File: src/rtl/qws_pkg.sv
package qws_pkg;

  typedef enum logic [2:0] {
    ST_IDLE,
    ST_LOAD,
    ST_SETUP,
    ST_SEND,
    ST_WAIT,
    ST_CLOSE
  } seq_state_t;

  // quarter-wave points, midscale-centred 12-bit
  function automatic logic [11:0] quarter_pt(input logic [3:0] j);
    case (j)
      4'd0:    quarter_pt = 12'h800;
      4'd1:    quarter_pt = 12'h97C;
      4'd2:    quarter_pt = 12'hAE9;
      4'd3:    quarter_pt = 12'hC3A;
      4'd4:    quarter_pt = 12'hD61;
      4'd5:    quarter_pt = 12'hE53;
      4'd6:    quarter_pt = 12'hF07;
      4'd7:    quarter_pt = 12'hF76;
      default: quarter_pt = 12'hF9C;
    endcase
  endfunction

  // phase offset in table steps for each channel address
  function automatic logic [4:0] lane_offset(input logic [1:0] ch);
    case (ch)
      2'd0:    lane_offset = 5'd0;
      2'd1:    lane_offset = 5'd16;
      2'd2:    lane_offset = 5'd8;
      default: lane_offset = 5'd24;
    endcase
  endfunction

  // address, power-down=0, fast=1, sample
  function automatic logic [15:0] frame_word(input logic [1:0] ch, input logic [11:0] s);
    frame_word = {ch, 1'b0, 1'b1, s};
  endfunction

endpackage

File: src/rtl/qws_tick_timer.sv
module qws_tick_timer #(
  parameter int PRD_W = 16,
  parameter int PRE_W = 4
) (
  input  logic             clk,
  input  logic             rst_n,
  input  logic [PRD_W-1:0] period_i,
  input  logic [PRE_W-1:0] prescale_i,
  output logic             tick_o
);
  logic [PRE_W-1:0] pre_cnt;
  logic [PRD_W-1:0] main_cnt;
  logic pre_wrap, main_wrap;

  assign pre_wrap  = (pre_cnt >= prescale_i);
  assign main_wrap = (main_cnt >= period_i);

  always_ff @(posedge clk or negedge rst_n) begin
    if (!rst_n) begin
      pre_cnt  <= '0;
      main_cnt <= '0;
      tick_o   <= 1'b0;
    end else begin
      tick_o <= pre_wrap && main_wrap;
      if (pre_wrap) begin
        pre_cnt <= '0;
        if (main_wrap) main_cnt <= '0;
        else           main_cnt <= main_cnt + 1'b1;
      end else begin
        pre_cnt <= pre_cnt + 1'b1;
      end
    end
  end


  tick_gap_chk: assert property (@(posedge clk) disable iff (!rst_n)
    (tick_o && (period_i != '0 || prescale_i != '0)) |=> !tick_o)
    else $error("tick_gap_chk");

endmodule

File: src/rtl/qws_wave_rom.sv
module qws_wave_rom (
  input  logic [4:0]  index_i,
  output logic [11:0] sample_o
);
  import qws_pkg::*;
  logic [3:0]  q;
  logic [3:0]  j;
  logic [11:0] v;

  always_comb begin
    q = index_i[3:0];
    j = (q <= 4'd8) ? q : 4'(5'd16 - {1'b0, q});
    v = quarter_pt(j);
    sample_o = index_i[4] ? 12'(13'h1000 - {1'b0, v}) : v;
  end
endmodule

File: src/rtl/qws_frame_shifter.sv
module qws_frame_shifter #(
  parameter int WORD_W    = 16,
  parameter int SCLK_HALF = 2
) (
  input  logic              clk,
  input  logic              rst_n,
  input  logic              start_i,
  input  logic [WORD_W-1:0] word_i,
  output logic              done_o,
  output logic              sclk_o,
  output logic              din_o,
  output logic              fs_o
);
  localparam int STEPS  = 2 * WORD_W + 3;
  localparam int STEP_W = $clog2(STEPS);
  localparam int IDX_W  = $clog2(WORD_W);
  localparam int HC_W   = $clog2(SCLK_HALF) + 1;
  localparam int BITS2  = 2 * WORD_W;

  logic              busy;
  logic [STEP_W-1:0] step;
  logic [HC_W-1:0]   hcnt;
  logic [WORD_W-1:0] word_q;
  logic [IDX_W-1:0]  bit_idx;
  logic              in_bits;

  assign in_bits = busy && (step < STEP_W'(BITS2));
  assign bit_idx = IDX_W'(WORD_W - 1) - step[IDX_W:1];
  assign sclk_o  = !(in_bits && step[0]);
  assign din_o   = in_bits ? word_q[bit_idx] : 1'b0;
  assign fs_o    = !(busy && (step <= STEP_W'(BITS2)));

  always_ff @(posedge clk or negedge rst_n) begin
    if (!rst_n) begin
      busy   <= 1'b0;
      step   <= '0;
      hcnt   <= '0;
      word_q <= '0;
      done_o <= 1'b0;
    end else begin
      done_o <= 1'b0;
      if (!busy) begin
        if (start_i) begin
          busy   <= 1'b1;
          step   <= '0;
          hcnt   <= '0;
          word_q <= word_i;
        end
      end else if (hcnt == HC_W'(SCLK_HALF - 1)) begin
        hcnt <= '0;
        if (step == STEP_W'(STEPS - 1)) begin
          busy   <= 1'b0;
          done_o <= 1'b1;
        end else begin
          step <= step + 1'b1;
        end
      end else begin
        hcnt <= hcnt + 1'b1;
      end
    end
  end


  din_stable_chk: assert property (@(posedge clk) disable iff (!rst_n)
    $fell(sclk_o) |-> $stable(din_o))
    else $error("din_stable_chk");


  fs_rise_chk: assert property (@(posedge clk) disable iff (!rst_n)
    $rose(fs_o) |-> sclk_o)
    else $error("fs_rise_chk");

endmodule

File: src/rtl/quad_wave_seq.sv
module quad_wave_seq #(
  parameter int PRD_W     = 16,
  parameter int PRE_W     = 4,
  parameter int SCLK_HALF = 2
) (
  input  logic             clk,
  input  logic             rst_n,
  input  logic [PRD_W-1:0] period_i,
  input  logic [PRE_W-1:0] prescale_i,
  output logic             dac_sclk_o,
  output logic             dac_din_o,
  output logic             dac_fs_o,
  output logic             dac_cs_n_o,
  output logic             dac_ldac_n_o,
  output logic             overrun_o
);
  import qws_pkg::*;
  localparam int WORD_W = 16;
  localparam int WC_W   = $clog2(SCLK_HALF) + 1;

  seq_state_t      state;
  logic [WC_W-1:0] wcnt;
  logic [1:0]      ch;
  logic [4:0]      ptr;
  logic            tick, shift_done, shift_start;
  logic [11:0]     sample;
  logic            wait_end;

  qws_tick_timer #(.PRD_W(PRD_W), .PRE_W(PRE_W)) timer_i (
    .clk(clk), .rst_n(rst_n), .period_i(period_i),
    .prescale_i(prescale_i), .tick_o(tick));

  qws_wave_rom rom_i (.index_i(ptr + lane_offset(ch)), .sample_o(sample));

  assign shift_start = (state == ST_SEND);

  qws_frame_shifter #(.WORD_W(WORD_W), .SCLK_HALF(SCLK_HALF)) shift_i (
    .clk(clk), .rst_n(rst_n), .start_i(shift_start),
    .word_i(frame_word(ch, sample)), .done_o(shift_done),
    .sclk_o(dac_sclk_o), .din_o(dac_din_o), .fs_o(dac_fs_o));

  assign wait_end     = (wcnt == WC_W'(SCLK_HALF - 1));
  assign dac_ldac_n_o = (state != ST_LOAD);
  assign dac_cs_n_o   = !(state == ST_SETUP || state == ST_SEND || state == ST_WAIT);

  always_ff @(posedge clk or negedge rst_n) begin
    if (!rst_n) begin
      state     <= ST_IDLE;
      wcnt      <= '0;
      ch        <= '0;
      ptr       <= '0;
      overrun_o <= 1'b0;
    end else begin
      overrun_o <= tick && (state != ST_IDLE);
      case (state)
        ST_IDLE: if (tick) begin state <= ST_LOAD; wcnt <= '0; end
        ST_LOAD:
          if (wait_end) begin state <= ST_SETUP; wcnt <= '0; end
          else wcnt <= wcnt + 1'b1;
        ST_SETUP:
          if (wait_end) begin state <= ST_SEND; ch <= '0; end
          else wcnt <= wcnt + 1'b1;
        ST_SEND: state <= ST_WAIT;
        ST_WAIT:
          if (shift_done) begin
            if (ch == 2'd3) state <= ST_CLOSE;
            else begin ch <= ch + 1'b1; state <= ST_SEND; end
          end
        ST_CLOSE: begin ptr <= ptr + 1'b1; state <= ST_IDLE; end
        default: state <= ST_IDLE;
      endcase
    end
  end


  ldac_cs_chk: assert property (@(posedge clk) disable iff (!rst_n)
    !dac_ldac_n_o |-> dac_cs_n_o)
    else $error("ldac_cs_chk");


  cs_fs_chk: assert property (@(posedge clk) disable iff (!rst_n)
    dac_cs_n_o |-> dac_fs_o)
    else $error("cs_fs_chk");

endmodule

File: config.mk
export PLATFORM = sky130hd
export DESIGN_NAME = quad_wave_seq
export DESIGN_NICKNAME = d
export VERILOG_FILES = /design/src/rtl/qws_pkg.sv /design/src/rtl/qws_tick_timer.sv /design/src/rtl/qws_wave_rom.sv /design/src/rtl/qws_frame_shifter.sv /design/src/rtl/quad_wave_seq.sv
export SDC_FILE = /design/constraint.sdc
export NUM_CORES = 1
export LEC_CHECK = 0
export ABC_AREA = 1
export ABC_CLOCK_PERIOD_IN_PS = 2900
export BUFFER_PORTS_ARGS = -buffer_cell sky130_fd_sc_hd__buf_2
export CORE_MARGIN = 2
export CORE_UTILIZATION = 45
export DETAILED_ROUTE_END_ITERATION = 7
export GPL_TIMING_DRIVEN = 0
export SLEW_MARGIN = 15
export SYNTH_ARGS = -nofsm -noshare
export SYNTH_HDL_FRONTEND = slang
export SYNTH_SLANG_ARGS = --single-unit
File: constraint.sdc
create_clock -name clk -period 2.9 [get_ports clk]
set_clock_uncertainty 0.2 [all_clocks]
set_input_delay 0.58 -clock clk [delete_from_list [all_inputs] [get_ports clk]]
set_output_delay 0.58 -clock clk [all_outputs]
set_load 0.05 [all_outputs]
==> flow_metrics.env, run 1 <==
export IMPL_cp_cell_sequence="inv_2 > ha_4 > or2_4 > ha_4 > nand3_4 > nand2_2 > inv_2 > ha_4 > a21oi_4 > buf_4 > buf_4 > buf_4 > buf_4 > buf_4 > nand4_1 > nor2_2 > nand2_1 > nand3_1 > nand2_1 > nand2_1 > nand2_1"
export IMPL_postRouteAntennaNets=0
export IMPL_slew_viol_final=0
export IMPL_dr_pass1_iters=4
export IMPL_syn_num_nets=609
export IMPL_fin_cells=733
export IMPL_cts_buffers=9
export IMPL_place_inst=683
export IMPL_drc=0
export IMPL_grt_pass1_vias=3520
export IMPL_post_route_period_util=1.05
export IMPL_gp_congestion=0.815
export IMPL_busiest_layer="met2"
export IMPL_grt_met3_usage=0.0418
export IMPL_areaGrowthSynthToFinish_pct=25.6
export IMPL_start_util=0.464
export IMPL_end_kind="register"
export IMPL_multi_input_area_sq_um=2470
export IMPL_crit_start="ch[0]$_DFFE_PN0P_"
export IMPL_post_place_ws_ns=-0.265
export IMPL_grt_first_pass_wirelength_um=15900
export IMPL_crit_top_cell="buf_4"
export IMPL_grt_overflow=0
export IMPL_synth_seq_area_share=0.365
export IMPL_max_cap_viol_count=0
export IMPL_mostFrequentLayoutCells="nand2_1 (119), inv_1 (75), nor2_1 (60)"
export IMPL_yosysWarningCount=0
export IMPL_slowest_delay_ns=0.43
export IMPL_ir_drop_mv=0.614
export IMPL_clock_latency_ns=0.35
export IMPL_die_area_sq_um=9760
export IMPL_die_h_um=98.8
export IMPL_grt_start_max_net_pins=60
export IMPL_wl_um=9330
export IMPL_clk_path_buf_depth=2
export IMPL_fin_ws_ns=-0.140
export IMPL_rows=34
export IMPL_cts_tree="done"
export IMPL_setup_violations_final=6
export IMPL_tns_ns=-0.640
export IMPL_path_class="register to register"
export IMPL_min_period_ns=3.04
export IMPL_crit_arrival_ns=3.07
export IMPL_antenna_found_initial=0
export IMPL_placeableCoreArea_sq_um=8720
export IMPL_cts_root_buf="clkbuf_8"
export IMPL_synth_seq_cells=59
export IMPL_max_freq_mhz=329
export IMPL_cts_hold_buf=0
export IMPL_critical_path_peak_fanout=5
export IMPL_routedWlPerCell_um=12.7
export IMPL_maxSlewHeadroom=0.502
export IMPL_cellLeakagePower_nw=2.67
export IMPL_die_x_um=98.8
export IMPL_synth_distinct_cells=34
export IMPL_rr_startpoint="ch[0]$_DFFE_PN0P_"
export IMPL_netlist_area_sq_um=4040
export IMPL_final_area_sq_um=5080
export IMPL_vias_per_cell=5.04
export IMPL_startpoint_type="register"
export IMPL_drt_iter0_drc=122
export IMPL_seq_area_sq_um=1480
export IMPL_drive_gt1_frac=0.234
export IMPL_met1_usage=0.260
export IMPL_cts_max_level=3
export IMPL_avgSynthCellArea_sq_um=7.38
export IMPL_postSynthCellCount=548
export IMPL_rsz0062_at_grt="true"
export IMPL_worst_pin_slew_ns=0.747
export IMPL_violations="negative setup slack"
export IMPL_clk_pin_slew_worst_paths_ns=0.08
export IMPL_hpwl_um=6350
export IMPL_ios=28
export IMPL_vias=3696
export IMPL_worst_ep_required_time_ns=2.93
export IMPL_cts_sinks=59
export IMPL_final_common_cell="nand2_1"
export IMPL_use_met2=0.338
export IMPL_status="complete, but fails checks"
export IMPL_final_hold_violation_count=0
export IMPL_hold_path_class="input port to asynchronous set/reset pin"
export IMPL_port_buffers=27
export IMPL_fin_nets=681
export IMPL_n_antenna_cell=0
export IMPL_fillers=811
export IMPL_p_per_area_nw_per_um2=1060
export IMPL_grt_total_usage=0.201
export IMPL_slowest_stage="dfrtp_1"
export IMPL_postPlaceCellArea_sq_um=4350
cells by family after synthesis:
family | after synthesis | share of synthesized area
adders and majority gates | 39 | 0.121
AOI/OAI and AO/OA | 66 | 0.0907
DFF | 59 | 0.365
and+or+nand+nor | 270 | 0.287
xor gates and xnor gates | 22 | 0.0477
buffers and inverters | 92 | 0.0891
path summary, 6_finish.rpt:
path	to	slack, ns	cells past startpoint
max	shift_i.word_q[9]$_DFFE_PN0P_	-0.14	21
min	timer_i.main_cnt[0]$_DFFE_PN0N_	0.08	1
max reg2reg	shift_i.word_q[9]$_DFFE_PN0P_	-0.14	21
min reg2reg	shift_i.word_q[6]$_DFFE_PN0P_	0.27	2
max in group asynchronous	ptr[0]$_DFFE_PN0N_	1.86	1
min in group clk	shift_i.word_q[6]$_DFFE_PN0P_	0.27	2
cells in the mapped netlist (all sizes together):
master | number | area share
o22ai | 2 | 0.0031
o21bai | 1 | 0.0019
nand2 | 138 | 0.13
buf | 2 | 0.0031
a211oi | 2 | 0.0037
inv | 82 | 0.076
nand3b | 2 | 0.0037
o21ai | 30 | 0.037
nand3 | 35 | 0.046
a31oi | 1 | 0.0015
ha | 39 | 0.12
or2 | 5 | 0.0077
xnor2 | 5 | 0.011
o31ai | 2 | 0.0037
a21oi | 22 | 0.027
clkbuf | 6 | 0.0080
xor2 | 17 | 0.037
o211ai | 4 | 0.0074
nand4 | 14 | 0.022
dfrtp | 59 | 0.37
nor4 | 2 | 0.0031
clkinv | 2 | 0.0019
o32ai | 1 | 0.0022
nor2 | 67 | 0.063
o221a | 1 | 0.0028
nor3 | 7 | 0.0087
repair_timing:
item                       4_1_cts  5_1_grt
pin swaps                       16       24
resized for setup               19       42
setup endpoints to repair        6       14
buffers inserted                29       11
routing by layer:
layer	up-vias	part of all wire
met3	17	0.032
met4	0	0.017
met2	59	0.48
met1	1722	0.47
met5	-	0
li1	1898	-
power breakdown:
group	total (mW)	leakage (nW)	switching, mW	internal, mW
Combinational	3.21	1.80	1.91	1.30
Sequential	1.35	0.762	0.262	1.09
Clock	0.798	0.108	0.334	0.464
Total	5.36	2.67	2.51	2.86
worst max-delay path: cells and delay by family (launching register included):
| kind | cells | cell delay (ns) |
|---|---|---|
| flip-flops | 1 | 0.43 |
| AND/OR/NAND/NOR | 10 | 0.90 |
| adder cells (fa/ha/maj) | 3 | 0.64 |
| AO/OA/AOI/OAI | 1 | 0.13 |
| buffers and inverters | 7 | 0.62 |
area by class of cell:
type	count	share of cell area
inverters	84	0.0621
clock buffers	12	0.0325
clock inverters	4	0.00937
multi-input cells	397	0.487
repair buffers	62	0.0826
well taps	108	0.0266
flip-flops and latches	59	0.291
plain buffers	7	0.00813
registers in the layout (all words and copies together) (netlist names):
register	cells
overrun_o	1
state	3
wcnt	2
shift_i.hcnt	2
ch	2
ptr	5
timer_i.main_cnt	16
timer_i.tick_o	1
shift_i.busy	1
timer_i.pre_cnt	4
shift_i.word_q	15
shift_i.step	6
shift_i.done_o	1
per-stage QoR:
stage               hold slack, ns  utilization  total power, mW
global placement             0.260        0.499             3.68
finish                      0.0817        0.582             5.36
floorplan                   0.0844            -             3.20
detailed placement           0.264        0.499             3.74
global route                 0.150        0.582             5.86
CTS                          0.120        0.556             4.90
Power figures use the tool's default switching activity.
==> inputs of run 2 (changes only) <==
--- a/config.mk
+++ b/config.mk
@@ -12,6 +12,7 @@
 export CORE_UTILIZATION = 45
 export DETAILED_ROUTE_END_ITERATION = 7
 export GPL_TIMING_DRIVEN = 0
+export SKIP_CTS_REPAIR_TIMING = 1
 export SLEW_MARGIN = 15
 export SYNTH_ARGS = -nofsm -noshare
 export SYNTH_HDL_FRONTEND = slang
==> run 2 against run 1 <==
Compared with the run above:
- the run still ends with negative setup slack left
- clock power about the same
- flip-flop and latch count unchanged
- setup slack worse by 0.0056 ns
- utilization down 3.7 points
- sequential power about the same
- global-route usage down 1.1 points
- wire length down 8.1%
- via count down 3.8%
- sequential share of layout area up 2.0 points
- largest cell class unchanged
- largest power group unchanged
==> flow_metrics.env, run 2 (synthesis gave the netlist of run 1 again) <==
export IMPL_rsz0062_at_grt="true"
export IMPL_post_route_period_util=1.05
export IMPL_routed_wl_met3_um=261
export IMPL_cp_cell_sequence="inv_2 > ha_4 > or2_4 > ha_4 > nand3_4 > nand2_4 > inv_4 > ha_4 > a21oi_2 > inv_1 > o211ai_1 > ha_2 > inv_2 > nor2_4 > nand3_2 > nand2_4 > nand3_2 > nand3_2 > nand2_1"
export IMPL_fin_ws_ns=-0.145
export IMPL_startpoint_type="register"
export IMPL_reg_top3="timer_i.main_cnt (16), shift_i.word_q (15), shift_i.step (6)"
export IMPL_cp_num_buf_inv=4
export IMPL_max_freq_mhz=328
export IMPL_grt_pass1_vias=3346
export IMPL_slowest_delay_ns=0.43
export IMPL_die_h_um=98.8
export IMPL_areaGrowthSynthToFinish_pct=17.6
export IMPL_met2RoutedLength_um=4020
export IMPL_worst_pin_slew_ns=0.735
export IMPL_wl_um=8570
export IMPL_vias=3555
export IMPL_drt_met1_wl_um=4180
export IMPL_final_hold_violation_count=0
export IMPL_status="complete, but fails checks"
export IMPL_rows=34
export IMPL_slowest_stage="dfrtp_1"
export IMPL_n_antenna_cell=0
export IMPL_hpwl_um=6350
export IMPL_end_kind="register"
export IMPL_p_per_area_nw_per_um2=1010
export IMPL_cts_sinks=59
export IMPL_critical_path_peak_fanout=6
export IMPL_vias_per_cell=5.02
export IMPL_path_class="register to register"
export IMPL_crit_arrival_ns=3.08
export IMPL_clock_latency_ns=0.35
export IMPL_placeableCoreArea_sq_um=8720
export IMPL_grt_start_max_net_pins=60
export IMPL_grt_overflow=0
export IMPL_cts_tree="done"
export IMPL_fin_nets=656
export IMPL_grt_first_pass_wirelength_um=15100
export IMPL_ios=28
export IMPL_clk_path_buf_depth=2
export IMPL_cts_root_buf="clkbuf_8"
export IMPL_regMostFlops="timer_i.main_cnt"
export IMPL_largest_register_ffs=16
export IMPL_die_x_um=98.8
export IMPL_worst_ep_required_time_ns=2.93
export IMPL_fillers=846
export IMPL_violations="negative setup slack"
export IMPL_clk_pin_slew_worst_paths_ns=0.08
export IMPL_grt_total_usage=0.190
export IMPL_cts_buffers=9
export IMPL_postRouteAntennaNets=0
export IMPL_cellLeakagePower_nw=2.53
export IMPL_maxSlewHeadroom=0.510
export IMPL_setup_violations_final=7
export IMPL_port_buffers=27
export IMPL_drt_iter0_drc=117
export IMPL_slew_viol_final=0
export IMPL_hold_path_class="input port to asynchronous set/reset pin"
export IMPL_drive_gt1_frac=0.170
export IMPL_mostFrequentLayoutCells="nand2_1 (124), inv_1 (77), nor2_1 (63)"
export IMPL_cp_top_family="simple AND/OR/NAND/NOR gates"
export IMPL_top_signal_layer_used="met4"
export IMPL_hold_slack_ns=0.0768
export IMPL_gp_congestion=0.815
export IMPL_final_common_cell="nand2_1"
export IMPL_dr_pass1_iters=4
export IMPL_routedWlPerCell_um=12.1
export IMPL_cts_max_level=3
export IMPL_start_util=0.464
export IMPL_max_cap_viol_count=0
export IMPL_antenna_found_initial=0
export IMPL_die_area_sq_um=9760
export IMPL_ir_drop_mv=0.476
export IMPL_drc=0
export IMPL_min_period_ns=3.05
export IMPL_post_place_ws_ns=-0.265
-- run 2: cell types whose count changed in the layout (fill, tap and decap cells not counted), sizes merged --
cell  before  now
buf       63   38
-- run 2: final cells by class --
| class | count | area, sq um | share of cell area |
|---|---|---|---|
| clock buffers | 12 | 165 | 0.0347 |
| inverters | 84 | 318 | 0.0668 |
| repair buffers | 37 | 215 | 0.0453 |
| clock inverters | 4 | 47.5 | 0.0100 |
| plain buffers | 7 | 41.3 | 0.00868 |
| well taps | 108 | 135 | 0.0284 |
| flip-flops and latches | 59 | 1480 | 0.311 |
| multi-input cells | 397 | 2350 | 0.495 |
-- run 2: metrics by stage --
stage	cell area (sq um)	total power, mW	instances	TNS, ns	util
floorplan	4080	3.20	548	0	-
global placement	4350	3.68	683	-0.831	0.499
detailed placement	4350	3.74	683	-0.967	0.499
CTS	4560	4.55	699	-1.08	0.523
global route	4760	5.33	708	-2.48	0.545
finish	4760	4.82	708	-0.601	0.545
-- run 2: power breakdown --
group          total, mW  internal (mW)  switching, mW
clock              0.798          0.464          0.334
sequential          1.37           1.09          0.277
combinational       2.66          0.980           1.68
total               4.82           2.53           2.29
-- run 2: layer usage --
metal	GRT usage	up-vias
li1	-	1852
met1	0.253	1652
met2	0.307	41
met3	0.0418	10
met4	0.0653	0
met5	0	-
-- run 2: worst register-to-register path, stage by stage, from the launching register on --
cell and delay (ns):
dfrtp_1 0.43, inv_2 0.08, ha_4 0.16, or2_4 0.23, ha_4 0.31, nand3_4 0.09, nand2_4 0.11, inv_4 0.04
ha_4 0.15, a21oi_2 0.11, inv_1 0.07, o211ai_1 0.13, ha_2 0.25, inv_2 0.05, nor2_4 0.11, nand3_2 0.09
nand2_4 0.12, nand3_2 0.09, nand3_2 0.06, nand2_1 0.06
-- run 2: worst paths after layout --
kind,from,endpoint,depth (start not counted),slack (ns)
setup / recovery,ch[0]$_DFFE_PN0P_,shift_i.word_q[10]$_DFFE_PN0P_,19,-0.15
hold / removal,rst_n,timer_i.main_cnt[0]$_DFFE_PN0N_,1,0.08
setup reg to reg,ch[0]$_DFFE_PN0P_,shift_i.word_q[10]$_DFFE_PN0P_,19,-0.15
hold reg to reg,shift_i.word_q[6]$_DFFE_PN0P_,shift_i.word_q[6]$_DFFE_PN0P_,2,0.27
max in group asynchronous,rst_n,ptr[0]$_DFFE_PN0N_,1,1.88
min in group clk,shift_i.word_q[6]$_DFFE_PN0P_,shift_i.word_q[6]$_DFFE_PN0P_,2,0.27
